`src/rtl/tx_sched_pkg.sv`:
```
package tx_sched_pkg;
    localparam int LANE_B = 2;
    localparam int LANE_W = 8 * LANE_B;

    localparam logic [7:0] K_IDLE = 8'hBC;
    localparam logic [7:0] K_SOF  = 8'hFB;
    localparam logic [7:0] K_EOF  = 8'hFD;
    localparam logic [7:0] K_PAD  = 8'h9C;
    localparam logic [7:0] K_CC   = 8'hF7;
    localparam logic [7:0] K_MSG  = 8'h5C;

    typedef enum logic [2:0] {
        SRC_IDLE, SRC_CC, SRC_HDR, SRC_PAY, SRC_PAUSE, SRC_EOF, SRC_DATA, SRC_SOF
    } src_e;

    typedef struct packed {
        logic [LANE_W-1:0] sym;
        logic [LANE_B-1:0] ctl;
    } lane_word_t;

    function automatic lane_word_t k_pair(input logic [7:0] k);
        lane_word_t w;
        w.sym = {k, k};
        w.ctl = 2'b11;
        return w;
    endfunction
endpackage

```
`src/rtl/tx_cc_timer.sv`:
```
module tx_cc_timer #(
    parameter int CC_LEN = 4
) (
    input  logic clk,
    input  logic rst,
    input  logic cc_req,
    output logic cc_emit
);
    localparam int W = (CC_LEN > 1) ? $clog2(CC_LEN) : 1;

    logic [W-1:0] left_q;

    assign cc_emit = (left_q != '0) || cc_req;

    always_ff @(posedge clk) begin
        if (rst)
            left_q <= '0;
        else if (left_q != '0)
            left_q <= left_q - 1'b1;
        else if (cc_req)
            left_q <= W'(CC_LEN - 1);
    end
endmodule

```
`src/rtl/tx_msg_ctl.sv`:
```
module tx_msg_ctl #(
    parameter int SZW = 3
) (
    input  logic           clk,
    input  logic           rst,
    input  logic           msg_req,
    input  logic [SZW-1:0] msg_size,
    input  logic           cc_warn,
    input  logic           cc_emit,
    output logic           msg_ack,
    output logic           pay_now
);
    localparam int CW = SZW + 1;

    logic [CW-1:0] left_q;

    assign pay_now = (left_q != '0) && !cc_emit;
    assign msg_ack = msg_req && (left_q == '0) && !cc_emit && !cc_warn;

    always_ff @(posedge clk) begin
        if (rst)
            left_q <= '0;
        else if (msg_ack)
            left_q <= CW'(msg_size) + CW'(1);
        else if (pay_now)
            left_q <= left_q - 1'b1;
    end
endmodule

```
`src/rtl/tx_pause_ctl.sv`:
```
module tx_pause_ctl #(
    parameter int CNTW = 4
) (
    input  logic            clk,
    input  logic            rst,
    input  logic            pause_req,
    input  logic [CNTW-1:0] pause_cnt,
    input  logic            take,
    output logic            pending
);
    logic [CNTW-1:0] left_q;
    logic            inf_q;

    assign pending = inf_q || (left_q != '0);

    always_ff @(posedge clk) begin
        if (rst) begin
            left_q <= '0;
            inf_q  <= 1'b0;
        end else if (pause_req) begin
            inf_q  <= (pause_cnt == '0);
            left_q <= pause_cnt;
        end else if (take && !inf_q && left_q != '0) begin
            left_q <= left_q - 1'b1;
        end
    end
endmodule

```
`src/rtl/tx_link_sched.sv`:
```
module tx_link_sched
    import tx_sched_pkg::*;
#(
    parameter int SZW         = 3,
    parameter int CNTW        = 4,
    parameter int CC_LEN      = 4,
    parameter bit DRAIN_FRAME = 1'b0
) (
    input  logic              clk,
    input  logic              rst,
    input  logic [LANE_W-1:0] s_data,
    input  logic              s_valid,
    input  logic              s_last,
    input  logic              s_odd,
    output logic              s_ready,
    input  logic              cc_req,
    input  logic              cc_warn,
    input  logic              msg_req,
    input  logic [SZW-1:0]    msg_size,
    output logic              msg_ack,
    output logic              msg_pull,
    input  logic              pause_req,
    input  logic [CNTW-1:0]   pause_cnt,
    output logic [LANE_W-1:0] tx_sym,
    output logic [LANE_B-1:0] tx_ctl
);
    logic       cc_emit, pay_now, pause_pending, pause_ok, take;
    logic       frame_q, eof_q;
    src_e       src;
    lane_word_t word;

    tx_cc_timer #(.CC_LEN(CC_LEN)) u_cc (
        .clk(clk), .rst(rst), .cc_req(cc_req), .cc_emit(cc_emit)
    );

    tx_msg_ctl #(.SZW(SZW)) u_msg (
        .clk(clk), .rst(rst), .msg_req(msg_req), .msg_size(msg_size),
        .cc_warn(cc_warn), .cc_emit(cc_emit), .msg_ack(msg_ack), .pay_now(pay_now)
    );

    tx_pause_ctl #(.CNTW(CNTW)) u_pause (
        .clk(clk), .rst(rst), .pause_req(pause_req), .pause_cnt(pause_cnt),
        .take(take), .pending(pause_pending)
    );

    generate
        if (DRAIN_FRAME) begin : g_drain
            assign pause_ok = !frame_q && !eof_q;
        end else begin : g_now
            assign pause_ok = 1'b1;
        end
    endgenerate

    always_comb begin
        src     = SRC_IDLE;
        s_ready = 1'b0;
        take    = 1'b0;
        if (cc_emit)
            src = SRC_CC;
        else if (pay_now)
            src = SRC_PAY;
        else if (msg_ack)
            src = SRC_HDR;
        else if (pause_pending && pause_ok) begin
            src  = SRC_PAUSE;
            take = 1'b1;
        end else if (eof_q)
            src = SRC_EOF;
        else if (frame_q) begin
            s_ready = 1'b1;
            if (s_valid)
                src = SRC_DATA;
        end else if (s_valid)
            src = SRC_SOF;
    end

    always_comb begin
        word = k_pair(K_IDLE);
        unique case (src)
            SRC_CC:  word = k_pair(K_CC);
            SRC_SOF: word = k_pair(K_SOF);
            SRC_EOF: word = k_pair(K_EOF);
            SRC_PAY: begin
                word.sym = s_data;
                word.ctl = 2'b00;
            end
            SRC_HDR: begin
                word.sym = {K_MSG, {(8-SZW){1'b0}}, msg_size};
                word.ctl = 2'b10;
            end
            SRC_DATA: begin
                if (s_last && s_odd) begin
                    word.sym = {s_data[15:8], K_PAD};
                    word.ctl = 2'b01;
                end else begin
                    word.sym = s_data;
                    word.ctl = 2'b00;
                end
            end
            default: word = k_pair(K_IDLE);
        endcase
    end

    assign tx_sym   = word.sym;
    assign tx_ctl   = word.ctl;
    assign msg_pull = pay_now;

    always_ff @(posedge clk) begin
        if (rst) begin
            frame_q <= 1'b0;
            eof_q   <= 1'b0;
        end else begin
            case (src)
                SRC_SOF:  frame_q <= 1'b1;
                SRC_EOF:  eof_q   <= 1'b0;
                SRC_DATA: if (s_last) begin
                    frame_q <= 1'b0;
                    eof_q   <= 1'b1;
                end
                default: ;
            endcase
        end
    end

    // a compensation cycle carries the compensation word and grants nothing
    assert_cc_excl_R5: assert property (@(posedge clk) disable iff (rst)
        cc_emit |-> (tx_sym == {K_CC, K_CC} && !s_ready && !msg_ack));

    // no grant while the warning is up
    assert_warn_block_R6: assert property (@(posedge clk) disable iff (rst)
        cc_warn |-> !msg_ack);

    // user data is not accepted in the cycle after a grant
    assert_ready_drop_R7: assert property (@(posedge clk) disable iff (rst)
        msg_ack |=> !s_ready);

    // payload cycles take no frame data and carry no control flags
    assert_payload_R8: assert property (@(posedge clk) disable iff (rst)
        msg_pull |-> (!s_ready && tx_ctl == 2'b00 && tx_sym == s_data));

    generate
        if (!DRAIN_FRAME) begin : g_chk_now
            // a pending pause with nothing above it forces an idle word
            assert_pause_idle_R9: assert property (@(posedge clk) disable iff (rst)
                (pause_pending && !cc_emit && !msg_pull && !msg_ack)
                    |-> (tx_sym == {K_IDLE, K_IDLE} && !s_ready));
        end else begin : g_chk_drain
            // while a frame is open in drain mode, a pause never lowers ready
            assert_pause_defer_R10: assert property (@(posedge clk) disable iff (rst)
                (frame_q && !eof_q && !cc_emit && !msg_pull && !msg_ack) |-> s_ready);
        end
    endgenerate
endmodule

```
`config.mk`:
```
export PLATFORM = sky130hd
export DESIGN_NAME = tx_link_sched
export DESIGN_NICKNAME = d
export VERILOG_FILES = /design/src/rtl/tx_sched_pkg.sv /design/src/rtl/tx_cc_timer.sv /design/src/rtl/tx_msg_ctl.sv /design/src/rtl/tx_pause_ctl.sv /design/src/rtl/tx_link_sched.sv
export SDC_FILE = /design/constraint.sdc
export NUM_CORES = 1
export LEC_CHECK = 0
export BUFFER_PORTS_ARGS = -buffer_cell sky130_fd_sc_hd__clkbuf_2
export CAP_MARGIN = 20
export CORE_MARGIN = 10
export CORE_UTILIZATION = 35
export CTS_BUF_LIST = sky130_fd_sc_hd__clkbuf_4
export CTS_CLUSTER_SIZE = 28
export DETAILED_ROUTE_END_ITERATION = 8
export GPL_TIMING_DRIVEN = 0
export SYNTH_ARGS = -nofsm -noshare
export SYNTH_HDL_FRONTEND = slang
export SYNTH_SLANG_ARGS = --single-unit
```
`constraint.sdc`:
```
create_clock -name clk -period 4.35 [get_ports clk]
set_input_delay 0.2175 -clock clk [delete_from_list [all_inputs] [get_ports clk]]
set_output_delay 0.2175 -clock clk [all_outputs]
set_load 0.05 [all_outputs]
```
==> metrics.txt <==
status=completed; first-pass GRT wire length=6400 um; post-synth top area share=0.227; Synthesized Nets=190; CP peak stage delay=0.52 ns; worst path cell trace=inv_1 -> ha_1 -> nor3b_2 -> nand2_1 -> o31ai_1 -> a221o_1 -> clkbuf_2; Setup crit end kind=output port; DRT Pass-1 Iters=4; ANT nets after route=0; Via-to-Cell Ratio=5.36; Buf/Inv on CP=2; cell taking the most area after synthesis=dfxtp_1; final setup margin=1.54 ns; core area=3100 um2; Final GP Congestion=0.826; Routed WL=3790 um; synth top area cells=dfxtp_1, a21oi_1, ha_1; starting DRC count in detailed routing=62; Residual DRC=0; Least-Margin Pin Slew=0.574 ns; TritonCTS buffer count=3; largest net degree at the start of global routing=11; Setup WS pre-CTS=1.85 ns; PostCTS Resize Cnt=0; Root Driver=clkbuf_4; Hold WS=0.200 ns; Die X=77.3 um; Critical Path AT=2.60 ns; #FFs+latches synth=13; Core Util, Final=0.481; CTS tree=built; Mapped Cells=153; Sink Count=13; clk_skew=0.00724 ns; num rows=20; most common library cells after synthesis=a21oi_1, dfxtp_1, inv_1, nand2_1, o21ai_0; GRT Total Usage=0.127; Synth Area per Inst=7.50 um2; max_cap viols=0; CP top delay family=simple AND/OR/NAND/NOR gates; Die Y-Extent=77.3 um; period utilisation layout=0.647; Seq/Total Area, Yosys=0.227; Vias=1,355; die area=5970 um2; Final Hold Viols=0; library cells used by synthesis=48; cts hold-fix bufs=0; max frequency=0.355 GHz; ant diodes=0; Post-CTS Repair Setup Buffers=0; final worst path period need=2.81 ns; Async SR Flop Fraction=0; synthesis-to-layout area growth=30.1%; initial antenna violation count=0; count of final setup violators=0; setup TNS=0 ns; startpoint types=flop; count leader, synth=a21oi_1; Clock Tree Buf Depth=2; Max stage delay cell, worst path=nor3b_2; Leak=0.000682 uW; max-slew violation count=0; ys flop type=dfxtp_1; Slew headroom=0.616; share of layout cells above drive strength 1=0.311; synthesized area=1150 um2; Clock Latency Late Sink=0.28 ns; RSZ-0062 raised after global routing=false; Hold WC Path Type=primary input to flop; routed length per placed instance=15.0 um; CP max FO=7; vias in the first global route=1,354; Clock transition at path regs=0.09 ns; nets=247; Power Density=398 nW/um2; Initial Utilization=0.370; Setup Crit Path Kind=flop to output port; Synth warnings=0; grt ovf=0; port buffer count=52; Post-synth EDFFs=0; maximum vdd drop=206 uV; IO Pins=53; Total Power=593 uW; Clock H-tree levels=1; WP data required=4.13 ns; hpwl dp=3210 um
## power by group
group          switching (uW)  internal (uW)  total [uW]
Sequential               10.9            131         142
Combinational             259            109         368
Clock                    41.4           41.8        83.2
## flip-flops by register name, indices dropped and copies added (netlist names)
name / cells
u_msg.left_q: 4
u_pause.left_q: 4
u_cc.left_q: 2
eof_q: 1
frame_q: 1
u_pause.inf_q: 1
## worst register-to-register path, cell delays in order (launching register included)
cell	delay [ns]
dfxtp_1	0.35
inv_1	0.07
ha_1	0.21
or3b_1	0.35
buf_2	0.18
nor3_4	0.34
a2111oi_1	0.14
a311o_1	0.33
## path summary, 6_finish.rpt
kind / from / to / slack (ns) / depth (start not counted)
worst min-delay path: pause_cnt[1] / u_pause.left_q[1] / 0.20 / 2
worst max register to register: u_msg.left_q[0] / u_pause.left_q[1] / 2.28 / 7
worst max-delay path: u_msg.left_q[0] / tx_sym[1] / 1.54 / 7
worst min register to register: u_cc.left_q[0] / u_cc.left_q[0] / 0.47 / 2
## cell type report
cell class / instances / area, um2
Fill cell: 353 / 1610
Multi-Input combinational cell: 122 / 818
Tap cell: 44 / 55.1
Sequential cell: 13 / 260
Inverter: 11 / 41.3
Timing Repair Buffer: 52 / 260
Clock buffer: 4 / 30.0
Buffer: 7 / 27.5
## metal layers
| layer | up-vias | wire length [um] | share of wire | track usage |
|---|---|---|---|---|
| met3 | 4 | 199 | 0.052 | 0.0350 |
| met4 | 0 | 31 | 0.0082 | 0.0219 |
| met5 | - | 0 | 0 | 0 |
| met1 | 628 | 1520 | 0.40 | 0.140 |
| met2 | 36 | 2040 | 0.54 | 0.237 |
| li1 | 687 | - | - | - |
## layout by cell type (no fill, tap or decap), types with 2 or more instances in the layout
| cell type | count |
|---|---|
| ha_1 | 5 |
| a211oi_1 | 3 |
| clkbuf_1 | 6 |
| o311a_1 | 3 |
| nor2_1 | 9 |
| and3_1 | 3 |
| nand2_1 | 11 |
| nor3_1 | 6 |
| clkbuf_4 | 4 |
| a211o_1 | 2 |
| inv_1 | 11 |
| nor2b_1 | 2 |
| clkbuf_2 | 52 |
| dfxtp_1 | 13 |
| a21o_1 | 8 |
| a21oi_1 | 14 |
| nand3_1 | 4 |
| nand3b_1 | 2 |
| nand2b_1 | 6 |
| o21ai_0 | 10 |
| o31ai_1 | 2 |
| a31oi_1 | 3 |
| nor4_1 | 3 |
## metrics by stage
stage / instances / area (um2)
final: 253 / 1490
after global routing: 253 / 1490
after CTS: 253 / 1490
after detailed placement: 249 / 1460
after global placement: 249 / 1460
after floorplan: 153 / 1150
## kinds of logic (layout without fill, tap and decap cells)
group           after synthesis  in the layout  synth area share
fa+ha+maj                     5              5            0.0545
simple gates                 62             62             0.326
xor+xnor                      1              1           0.00763
flops                        13             13             0.227
buf+inv                      18             74            0.0600
compound gates               54             54             0.325
Power figures use the tool's default switching activity.
